File: src/rtl/nvic_pkg.sv
`timescale 1ns/1ps
// Package: shared constants, rank encoding and configuration opcodes
// for the nested priority interrupt controller.
// Assumes 4-bit priorities; a rank is 5 bits wide (0 = non-maskable,
// 1..16 = maskable preemption level + 1, 17 = idle).
package nvic_pkg;
    localparam int PRIO_W    = 4;
    localparam int RANK_W    = 5;
    localparam int GRP_W     = 3;
    localparam int MAX_SUB   = 4;
    localparam int VEC_BASE  = 64;
    localparam int NMI_ADDR  = 8;

    typedef logic [RANK_W-1:0] rank_t;
    typedef logic [PRIO_W-1:0] prio_t;

    localparam rank_t RANK_IDLE = rank_t'(17);
    localparam rank_t RANK_NMI  = rank_t'(0);

    typedef enum logic [1:0] {
        OP_ENABLE = 2'd0,
        OP_PRIO   = 2'd1,
        OP_GROUP  = 2'd2,
        OP_THRESH = 2'd3
    } cfg_op_e;

    // Rank of a maskable priority: clear the sub-priority bits, add one.
    function automatic rank_t prio_rank(input prio_t p, input logic [GRP_W-1:0] sub);
        prio_t sub_mask;
        sub_mask = prio_t'((5'd1 << sub) - 5'd1);
        return rank_t'({1'b0, p & ~sub_mask}) + rank_t'(1);
    endfunction
endpackage

File: src/rtl/nvic_chan_bank.sv
`timescale 1ns/1ps
// Module: per-channel state bank. Holds pending, enable and priority for
// each maskable line. Pending is set by a rising edge of the line and
// cleared by the acknowledge of that channel; a new edge wins a collision.
// Assumes irq_i is synchronous to clk.
module nvic_chan_bank #(
    parameter int NUM_IRQ = 67,
    parameter int IDX_W   = $clog2(NUM_IRQ)
) (
    input  logic                                   clk,
    input  logic                                   rst_n,
    input  logic [NUM_IRQ-1:0]                     irq_i,
    input  logic                                   cfg_we,
    input  logic [1:0]                             cfg_op,
    input  logic [IDX_W-1:0]                       cfg_idx,
    input  logic [nvic_pkg::PRIO_W-1:0]            cfg_data,
    input  logic                                   clr_en,
    input  logic [IDX_W-1:0]                       clr_idx,
    output logic [NUM_IRQ-1:0]                     pend_o,
    output logic [NUM_IRQ-1:0]                     en_o,
    output logic [NUM_IRQ-1:0][nvic_pkg::PRIO_W-1:0] prio_o
);
    import nvic_pkg::*;

    for (genvar g = 0; g < NUM_IRQ; g++) begin : g_ch
        logic  prev_q;
        logic  pend_q;
        logic  en_q;
        prio_t prio_q;
        logic  hit;
        logic  edge_seen;
        logic  clr_hit;

        // Decode whether this cycle's write or clear addresses this channel.
        always_comb begin
            hit       = cfg_we && (cfg_idx == IDX_W'(g));
            edge_seen = irq_i[g] && !prev_q;
            clr_hit   = clr_en && (clr_idx == IDX_W'(g));
        end

        // Track the line, the pending flag and the channel configuration.
        always_ff @(posedge clk) begin
            if (!rst_n) begin
                prev_q <= 1'b0;
                pend_q <= 1'b0;
                en_q   <= 1'b0;
                prio_q <= '0;
            end else begin
                prev_q <= irq_i[g];
                if (edge_seen)
                    pend_q <= 1'b1;
                else if (clr_hit)
                    pend_q <= 1'b0;
                if (hit && cfg_op == OP_ENABLE)
                    en_q <= cfg_data[0];
                if (hit && cfg_op == OP_PRIO)
                    prio_q <= cfg_data;
            end
        end

        assign pend_o[g] = pend_q;
        assign en_o[g]   = en_q;
        assign prio_o[g] = prio_q;
    end
endmodule

File: src/rtl/nvic_select.sv
`timescale 1ns/1ps
// Module: registered arbiter. Finds the eligible pending channel with the
// smallest priority (lowest index on ties); a pending non-maskable request
// overrides all. The result is registered, so it lags its inputs by one clock.
// Assumes thresh = 0 means no threshold.
module nvic_select #(
    parameter int NUM_IRQ = 67,
    parameter int IDX_W   = $clog2(NUM_IRQ)
) (
    input  logic                                   clk,
    input  logic                                   rst_n,
    input  logic [NUM_IRQ-1:0]                     pend_i,
    input  logic [NUM_IRQ-1:0]                     en_i,
    input  logic [NUM_IRQ-1:0][nvic_pkg::PRIO_W-1:0] prio_i,
    input  logic                                   nmi_pend_i,
    input  logic [nvic_pkg::GRP_W-1:0]             sub_bits_i,
    input  logic [nvic_pkg::PRIO_W-1:0]            thresh_i,
    output logic                                   cand_valid_o,
    output logic                                   cand_nmi_o,
    output logic [IDX_W-1:0]                       cand_idx_o,
    output logic [nvic_pkg::RANK_W-1:0]            cand_rank_o
);
    import nvic_pkg::*;

    logic             found;
    prio_t            best_prio;
    logic [IDX_W-1:0] best_idx;
    logic [NUM_IRQ-1:0] eligible;

    // Eligibility per channel: pending, enabled and above the threshold.
    always_comb begin
        for (int i = 0; i < NUM_IRQ; i++)
            eligible[i] = pend_i[i] && en_i[i] &&
                          ((thresh_i == '0) || (prio_i[i] < thresh_i));
    end

    // Linear scan keeping the strictly smaller priority, so lower index wins ties.
    always_comb begin
        found     = 1'b0;
        best_prio = '1;
        best_idx  = '0;
        for (int i = 0; i < NUM_IRQ; i++) begin
            if (eligible[i] && (!found || prio_i[i] < best_prio)) begin
                found     = 1'b1;
                best_prio = prio_i[i];
                best_idx  = IDX_W'(i);
            end
        end
    end

    // Register the winner together with its rank.
    always_ff @(posedge clk) begin
        if (!rst_n) begin
            cand_valid_o <= 1'b0;
            cand_nmi_o   <= 1'b0;
            cand_idx_o   <= '0;
            cand_rank_o  <= RANK_IDLE;
        end else if (nmi_pend_i) begin
            cand_valid_o <= 1'b1;
            cand_nmi_o   <= 1'b1;
            cand_idx_o   <= '0;
            cand_rank_o  <= RANK_NMI;
        end else begin
            cand_valid_o <= found;
            cand_nmi_o   <= 1'b0;
            cand_idx_o   <= best_idx;
            cand_rank_o  <= found ? prio_rank(best_prio, sub_bits_i) : RANK_IDLE;
        end
    end
endmodule

File: src/rtl/nvic_level_stack.sv
`timescale 1ns/1ps
// Module: stack of running ranks. Push on an accepted acknowledge, pop on
// handler exit. Exposes the current top and the rank one below it.
// Assumes pushed ranks strictly decrease, so DEPTH = 17 cannot overflow.
module nvic_level_stack #(
    parameter int DEPTH = 17
) (
    input  logic                         clk,
    input  logic                         rst_n,
    input  logic                         push_i,
    input  logic [nvic_pkg::RANK_W-1:0]  push_rank_i,
    input  logic                         pop_i,
    output logic [nvic_pkg::RANK_W-1:0]  top_o,
    output logic [nvic_pkg::RANK_W-1:0]  below_o,
    output logic                         busy_o
);
    import nvic_pkg::*;

    localparam int PTR_W = $clog2(DEPTH + 1);

    rank_t            mem [DEPTH];
    logic [PTR_W-1:0] ptr;
    logic [PTR_W-1:0] ptr_m1;
    logic [PTR_W-1:0] ptr_m2;

    // Pointer arithmetic for the two readable slots.
    always_comb begin
        ptr_m1 = ptr - PTR_W'(1);
        ptr_m2 = ptr - PTR_W'(2);
    end

    // Move the pointer and store the pushed rank.
    always_ff @(posedge clk) begin
        if (!rst_n) begin
            ptr <= '0;
        end else if (push_i && ptr < PTR_W'(DEPTH)) begin
            mem[ptr] <= push_rank_i;
            ptr      <= ptr + PTR_W'(1);
        end else if (pop_i && ptr != '0) begin
            ptr <= ptr_m1;
        end
    end

    // Read the top rank and the rank that a pop would restore.
    always_comb begin
        top_o   = (ptr == '0)          ? RANK_IDLE : mem[ptr_m1];
        below_o = (ptr < PTR_W'(2))    ? RANK_IDLE : mem[ptr_m2];
        busy_o  = (ptr != '0);
    end
endmodule

File: src/rtl/nvic_ctrl.sv
`timescale 1ns/1ps
// Module: top of the nested priority interrupt controller. Holds the global
// configuration (grouping, threshold), the non-maskable pending flag and
// the tail flag, and ties together the channel bank, arbiter and stack.
// Assumes the processor raises ack_i only to take the offered request and
// exit_i once per handler return.
module nvic_ctrl #(
    parameter int NUM_IRQ     = 67,
    parameter int STACK_DEPTH = 17,
    parameter int ADDR_W      = 32,
    localparam int IDX_W      = $clog2(NUM_IRQ)
) (
    input  logic               clk,
    input  logic               rst_n,
    input  logic [NUM_IRQ-1:0] irq_i,
    input  logic               nmi_i,
    input  logic               cfg_we,
    input  logic [1:0]         cfg_op,
    input  logic [IDX_W-1:0]   cfg_idx,
    input  logic [3:0]         cfg_data,
    input  logic               ack_i,
    input  logic               exit_i,
    output logic               req_valid_o,
    output logic [ADDR_W-1:0]  req_addr_o,
    output logic               req_tail_o,
    output logic [4:0]         run_rank_o
);
    import nvic_pkg::*;

    logic [NUM_IRQ-1:0]             pend;
    logic [NUM_IRQ-1:0]             en;
    logic [NUM_IRQ-1:0][PRIO_W-1:0] prio;

    logic              nmi_prev_q;
    logic              nmi_pend_q;
    logic [GRP_W-1:0]  sub_bits_q;
    prio_t             thresh_q;
    logic              tail_q;

    logic              cand_valid;
    logic              cand_nmi;
    logic [IDX_W-1:0]  cand_idx;
    rank_t             cand_rank;

    rank_t             top_rank;
    rank_t             below_rank;
    logic              stack_busy;

    logic              offer;
    logic              take;
    logic              leave;

    // Handshake decode: offer when the candidate outranks the running level.
    always_comb begin
        offer = cand_valid && (cand_rank < top_rank);
        take  = ack_i && offer;
        leave = exit_i && !take && stack_busy;
    end

    nvic_chan_bank #(.NUM_IRQ(NUM_IRQ), .IDX_W(IDX_W)) u_bank (
        .clk      (clk),
        .rst_n    (rst_n),
        .irq_i    (irq_i),
        .cfg_we   (cfg_we),
        .cfg_op   (cfg_op),
        .cfg_idx  (cfg_idx),
        .cfg_data (cfg_data),
        .clr_en   (take && !cand_nmi),
        .clr_idx  (cand_idx),
        .pend_o   (pend),
        .en_o     (en),
        .prio_o   (prio)
    );

    nvic_select #(.NUM_IRQ(NUM_IRQ), .IDX_W(IDX_W)) u_select (
        .clk          (clk),
        .rst_n        (rst_n),
        .pend_i       (pend),
        .en_i         (en),
        .prio_i       (prio),
        .nmi_pend_i   (nmi_pend_q),
        .sub_bits_i   (sub_bits_q),
        .thresh_i     (thresh_q),
        .cand_valid_o (cand_valid),
        .cand_nmi_o   (cand_nmi),
        .cand_idx_o   (cand_idx),
        .cand_rank_o  (cand_rank)
    );

    nvic_level_stack #(.DEPTH(STACK_DEPTH)) u_stack (
        .clk         (clk),
        .rst_n       (rst_n),
        .push_i      (take),
        .push_rank_i (cand_rank),
        .pop_i       (leave),
        .top_o       (top_rank),
        .below_o     (below_rank),
        .busy_o      (stack_busy)
    );

    // Global configuration registers: grouping split and threshold.
    always_ff @(posedge clk) begin
        if (!rst_n) begin
            sub_bits_q <= '0;
            thresh_q   <= '0;
        end else if (cfg_we) begin
            if (cfg_op == OP_GROUP)
                sub_bits_q <= (cfg_data > 4'(MAX_SUB)) ? GRP_W'(MAX_SUB) : GRP_W'(cfg_data);
            if (cfg_op == OP_THRESH)
                thresh_q <= cfg_data;
        end
    end

    // Non-maskable pending flag: edge sets, its own acknowledge clears.
    always_ff @(posedge clk) begin
        if (!rst_n) begin
            nmi_prev_q <= 1'b0;
            nmi_pend_q <= 1'b0;
        end else begin
            nmi_prev_q <= nmi_i;
            if (nmi_i && !nmi_prev_q)
                nmi_pend_q <= 1'b1;
            else if (take && cand_nmi)
                nmi_pend_q <= 1'b0;
        end
    end

    // Tail flag: set on an exit that an offered request already outranks.
    always_ff @(posedge clk) begin
        if (!rst_n)
            tail_q <= 1'b0;
        else if (take)
            tail_q <= 1'b0;
        else if (leave)
            tail_q <= cand_valid && (cand_rank < below_rank);
    end

    // Output formatting: vector entry address and running rank.
    always_comb begin
        req_valid_o = offer;
        req_tail_o  = tail_q && offer;
        run_rank_o  = top_rank;
        if (cand_nmi)
            req_addr_o = ADDR_W'(NMI_ADDR);
        else
            req_addr_o = ADDR_W'(VEC_BASE) + (ADDR_W'(cand_idx) << 2);
    end
endmodule

File: config.mk
export PLATFORM = sky130hd
export DESIGN_NAME = nvic_ctrl
export DESIGN_NICKNAME = d
export VERILOG_FILES = /design/src/rtl/nvic_pkg.sv /design/src/rtl/nvic_chan_bank.sv /design/src/rtl/nvic_select.sv /design/src/rtl/nvic_level_stack.sv /design/src/rtl/nvic_ctrl.sv
export SDC_FILE = /design/constraint.sdc
export NUM_CORES = 2
export LEC_CHECK = 0
export BUFFER_PORTS_ARGS = -buffer_cell sky130_fd_sc_hd__buf_2
export CAP_MARGIN = 25
export CORE_UTILIZATION = 55
export DETAILED_ROUTE_END_ITERATION = 7
export PLACE_DENSITY = 0.74
export SLEW_MARGIN = 20
export SYNTH_ARGS = -nofsm -noshare
export SYNTH_HDL_FRONTEND = slang
export SYNTH_SLANG_ARGS = --single-unit
export TNS_END_PERCENT = 30
File: constraint.sdc
create_clock -name clk -period 126.3 [get_ports clk]
set_clock_uncertainty 0.1 [all_clocks]
set_input_delay 6.315 -clock clk [delete_from_list [all_inputs] [get_ports clk]]
set_output_delay 6.315 -clock clk [all_outputs]
set_load 0.02 [all_outputs]
==> impl_metrics.json <==
{
  "synth_cells": 5556,
  "power_density_mw_per_mm2": 10.26,
  "grt_use_total_pct": 34.36,
  "cts_tree": "done",
  "detailed_place_hpwl_um": 108500,
  "ff_latch_area_mm2": 0.01252,
  "port_buffers": 100,
  "finalSetupViolations": 0,
  "synthTopCellsByArea": "dfxtp_1 22%, ha_1 8.1%, a21boi_0 6.5%",
  "dr_wl_met2_um": 64510,
  "cp_data_required_time_ps": 126720,
  "fin_crit_sh_pct": 82.24,
  "synth.avg_cell_area_um2": 8.224,
  "hold_buffers": 0,
  "leakage_nw": 18.82,
  "synth_area_mm2": 0.04569,
  "vias_per_cell": 6.541,
  "design.die.area_mm2": 0.08423,
  "die_w_um": 290.2,
  "tns_ps": 0,
  "path_max_fanout": 32,
  "worst_pin_slew_ps": 1073,
  "nets": 5892,
  "worst_setup_path_end_kind": "register",
  "first_global_vias": 39620,
  "grt_setup_unrepaired": "no",
  "grt_pass1_wl_um": 231200,
  "crit_path_start_kind": "register",
  "min_from": "nmi_prev_q$_SDFF_PN0_",
  "worstSetupPathType": "reg -> reg",
  "ios": 125,
  "drc": 0,
  "yosysSeqAreaShare_pct": 27.40,
  "ys_types": 179,
  "cts_made_buffers": 70,
  "core-area_mm2": 0.08211,
  "firstDrtPassIters": 7,
  "multi_input_area_mm2": 0.03103,
  "timing.rr.start": "thresh_q[2]$_SDFFE_PN0P_",
  "cts.root.buffer_cell": "clkbuf_16",
  "syn_to_final_growth_pct": 7.648,
  "cp_common_cell": "ha_1",
  "fin_util_pct": 59.90,
  "r2r_slack_ps": 22430,
  "final_hold_viol_count": 0,
  "cts_setup_buffers": 0,
  "synth_top_area_share_pct": 21.82,
  "wire_per_inst_um": 22.61,
  "min_to": "nmi_pend_q$_SDFFE_PN0P_",
  "post-place-ws_ps": 24490,
  "vias": 43510,
  "num_rows": 105,
  "hp-class": "reg -> reg",
  "routed-wl-met3_um": 14210,
  "worst_hold_path.num_cells": 1,
  "clk_latency_ps": 640,
  "maxCapViolations": 0,
  "rr_endpoint": "u_select.cand_rank_o[3]$_SDFF_PP0_",
  "dr.first_iter.drc_count": 4840,
  "die_y_um": 290.2,
  "post-route-min-period_ps": 103870,
  "postRouteAntennaNets": 0,
  "synth_warnings": 0,
  "grt_max_degree": 132,
  "antenna_found_initial": 14,
  "routed.top_layer": "met5",
  "ys_ff_latch": 583,
  "maxSlewHeadroom_pct": 28.46,
  "htreeDepth": 3,
  "cp_slowest_cell": "o22ai_1",
  "fmax_mhz": 9.628,
  "drive_gt1_share_pct": 13.86,
  "grt_overflow": 0,
  "post_layout_nonfiller_instances": 6652,
  "clkTransAtPathRegs_ps": 60,
  "routed_wl_um": 150400,
  "wl_met1_um": 65100,
  "layout_setup_ws_ps": 22430,
  "clkSinkCount": 583,
  "synth_top_cell_by_area": "dfxtp_1",
  "ctsResizeCount": 0,
  "n_fill_cell": 7232,
  "status": "finished clean",
  "cpPeakStageDelay_ps": 680,
  "ir_drop_mv": 0.01116,
  "dp.cells": 6508,
  "finalMaxSlewViolations": 0,
  "synth_ff_type": "dfxtp_1",
  "r2r_cells": 484,
  "initial_utilization_pct": 55.65,
  "place_congestion": 1.003,
  "synth_edf_count": 85,
  "cts_buffer_depth": 3,
  "synth_async_sr_flop_share_pct": 0,
  "arrival_ps": 104280
}
per-layer routing:
layer  GRT usage [%]  up-vias
met3           6.776      350
met4           15.56        6
met5               0        -
li1                -    20340
met2           52.12     2055
met1           47.07    20760
worst max-delay path by stage:
stage / startpoint / to / slack [ps] / cells after the start
floorplan: thresh_q[1]$_SDFFE_PN0P_ / u_select.cand_rank_o[3]$_SDFF_PP0_ / 35020 / 509
global placement: thresh_q[2]$_SDFFE_PN0P_ / u_select.cand_rank_o[3]$_SDFF_PP0_ / 27580 / 484
detailed placement: thresh_q[2]$_SDFFE_PN0P_ / u_select.cand_rank_o[3]$_SDFF_PP0_ / 24490 / 485
CTS: thresh_q[2]$_SDFFE_PN0P_ / u_select.cand_rank_o[3]$_SDFF_PP0_ / 24140 / 484
global route: thresh_q[2]$_SDFFE_PN0P_ / u_select.cand_rank_o[3]$_SDFF_PP0_ / 14450 / 485
finish: thresh_q[2]$_SDFFE_PN0P_ / u_select.cand_rank_o[3]$_SDFF_PP0_ / 22430 / 484
Yosys cell counts (all sizes together) (50+ instances only):
library cell	n
mux2i	98
buf	63
o22ai	64
clkbuf	221
and2	120
a21o	120
a21boi	401
nand2	663
inv	201
mux4	50
nor3	71
nand3	324
mux2	60
o21ai	387
a21oi	322
a211oi	53
edfxtp	85
ha	294
dfxtp	498
nand2b	181
o211ai	108
nor2	354
maj3	53
sequential cells by signal, indices dropped and copies added (netlist names):
name and cells:
u_select.cand_valid_o 1, sub_bits_q 3, tail_q 1, thresh_q 4, nmi_pend_q 1, u_select.cand_rank_o 5, u_stack.ptr 5, u_select.cand_idx_o 7
u_bank.g_ch.prev_q 67, u_bank.g_ch.pend_q 67, u_bank.g_ch.prio_q 268, u_stack.mem 85, u_bank.g_ch.en_q 67, u_select.cand_nmi_o 1, nmi_prev_q 1
report_power, final:
| part | internal (W) | switching [W] | total, W |
|---|---|---|---|
| Sequential | 0.000192 | 0.00000339 | 0.000195 |
| Combinational | 0.0000356 | 0.0000515 | 0.0000871 |
| Clock | 0.000133 | 0.0000894 | 0.000222 |
critical path, delay by kind of cell (launching register included):
kind	cells	cell delay [ps]
fa+ha+maj	67	19260
simple gates	154	27750
flops	1	400
buf+inv	33	3210
compound gates	201	44780
mux	29	8140
kinds of logic after synthesis:
family | count (synthesis) | synth area share (%)
mux | 208 | 6.325
compound gates | 1880 | 29.40
fa+ha+maj | 347 | 9.220
flops | 583 | 27.40
simple gates | 2010 | 21.90
xor+xnor | 31 | 0.6353
other cells | 1 | 0.008207
buf+inv | 496 | 5.104
cell type report:
class	instances	area share, %
clock inverters	34	1.193
flip-flops and latches	583	25.46
clock buffers	94	4.011
repair buffers	153	1.900
multi-input cells	4500	63.08
inverters	204	1.562
diodes	14	0.07123
well taps	1070	2.722
placed cells by master, fill, tap and decap left out, drive strengths merged, types with 60 or more instances in the layout:
| cell type | n |
|---|---|
| a21boi | 401 |
| nand2 | 663 |
| mux2 | 60 |
| clkbuf | 94 |
| o211ai | 108 |
| mux2i | 98 |
| o21ai | 387 |
| nand3 | 324 |
| dfxtp | 498 |
| inv | 201 |
| nor3 | 71 |
| edfxtp | 85 |
| nand2b | 181 |
| buf | 153 |
| a21o | 120 |
| nor2 | 354 |
| o22ai | 64 |
| ha | 294 |
| and2 | 120 |
| a21oi | 322 |
metrics by stage:
step / area (um2) / power (W) / hold WS [ps]
after global routing: 49160 / 0.0005204 / 381.0
after CTS: 49110 / 0.0005046 / 334.5
after floorplan: 45780 / 0.0002594 / 308.1
after detailed placement: 46550 / 0.0002839 / 320.2
after global placement: 46540 / 0.0002820 / 324.9
final: 49190 / 0.0005045 / 334.4
Power figures use the tool's default switching activity.
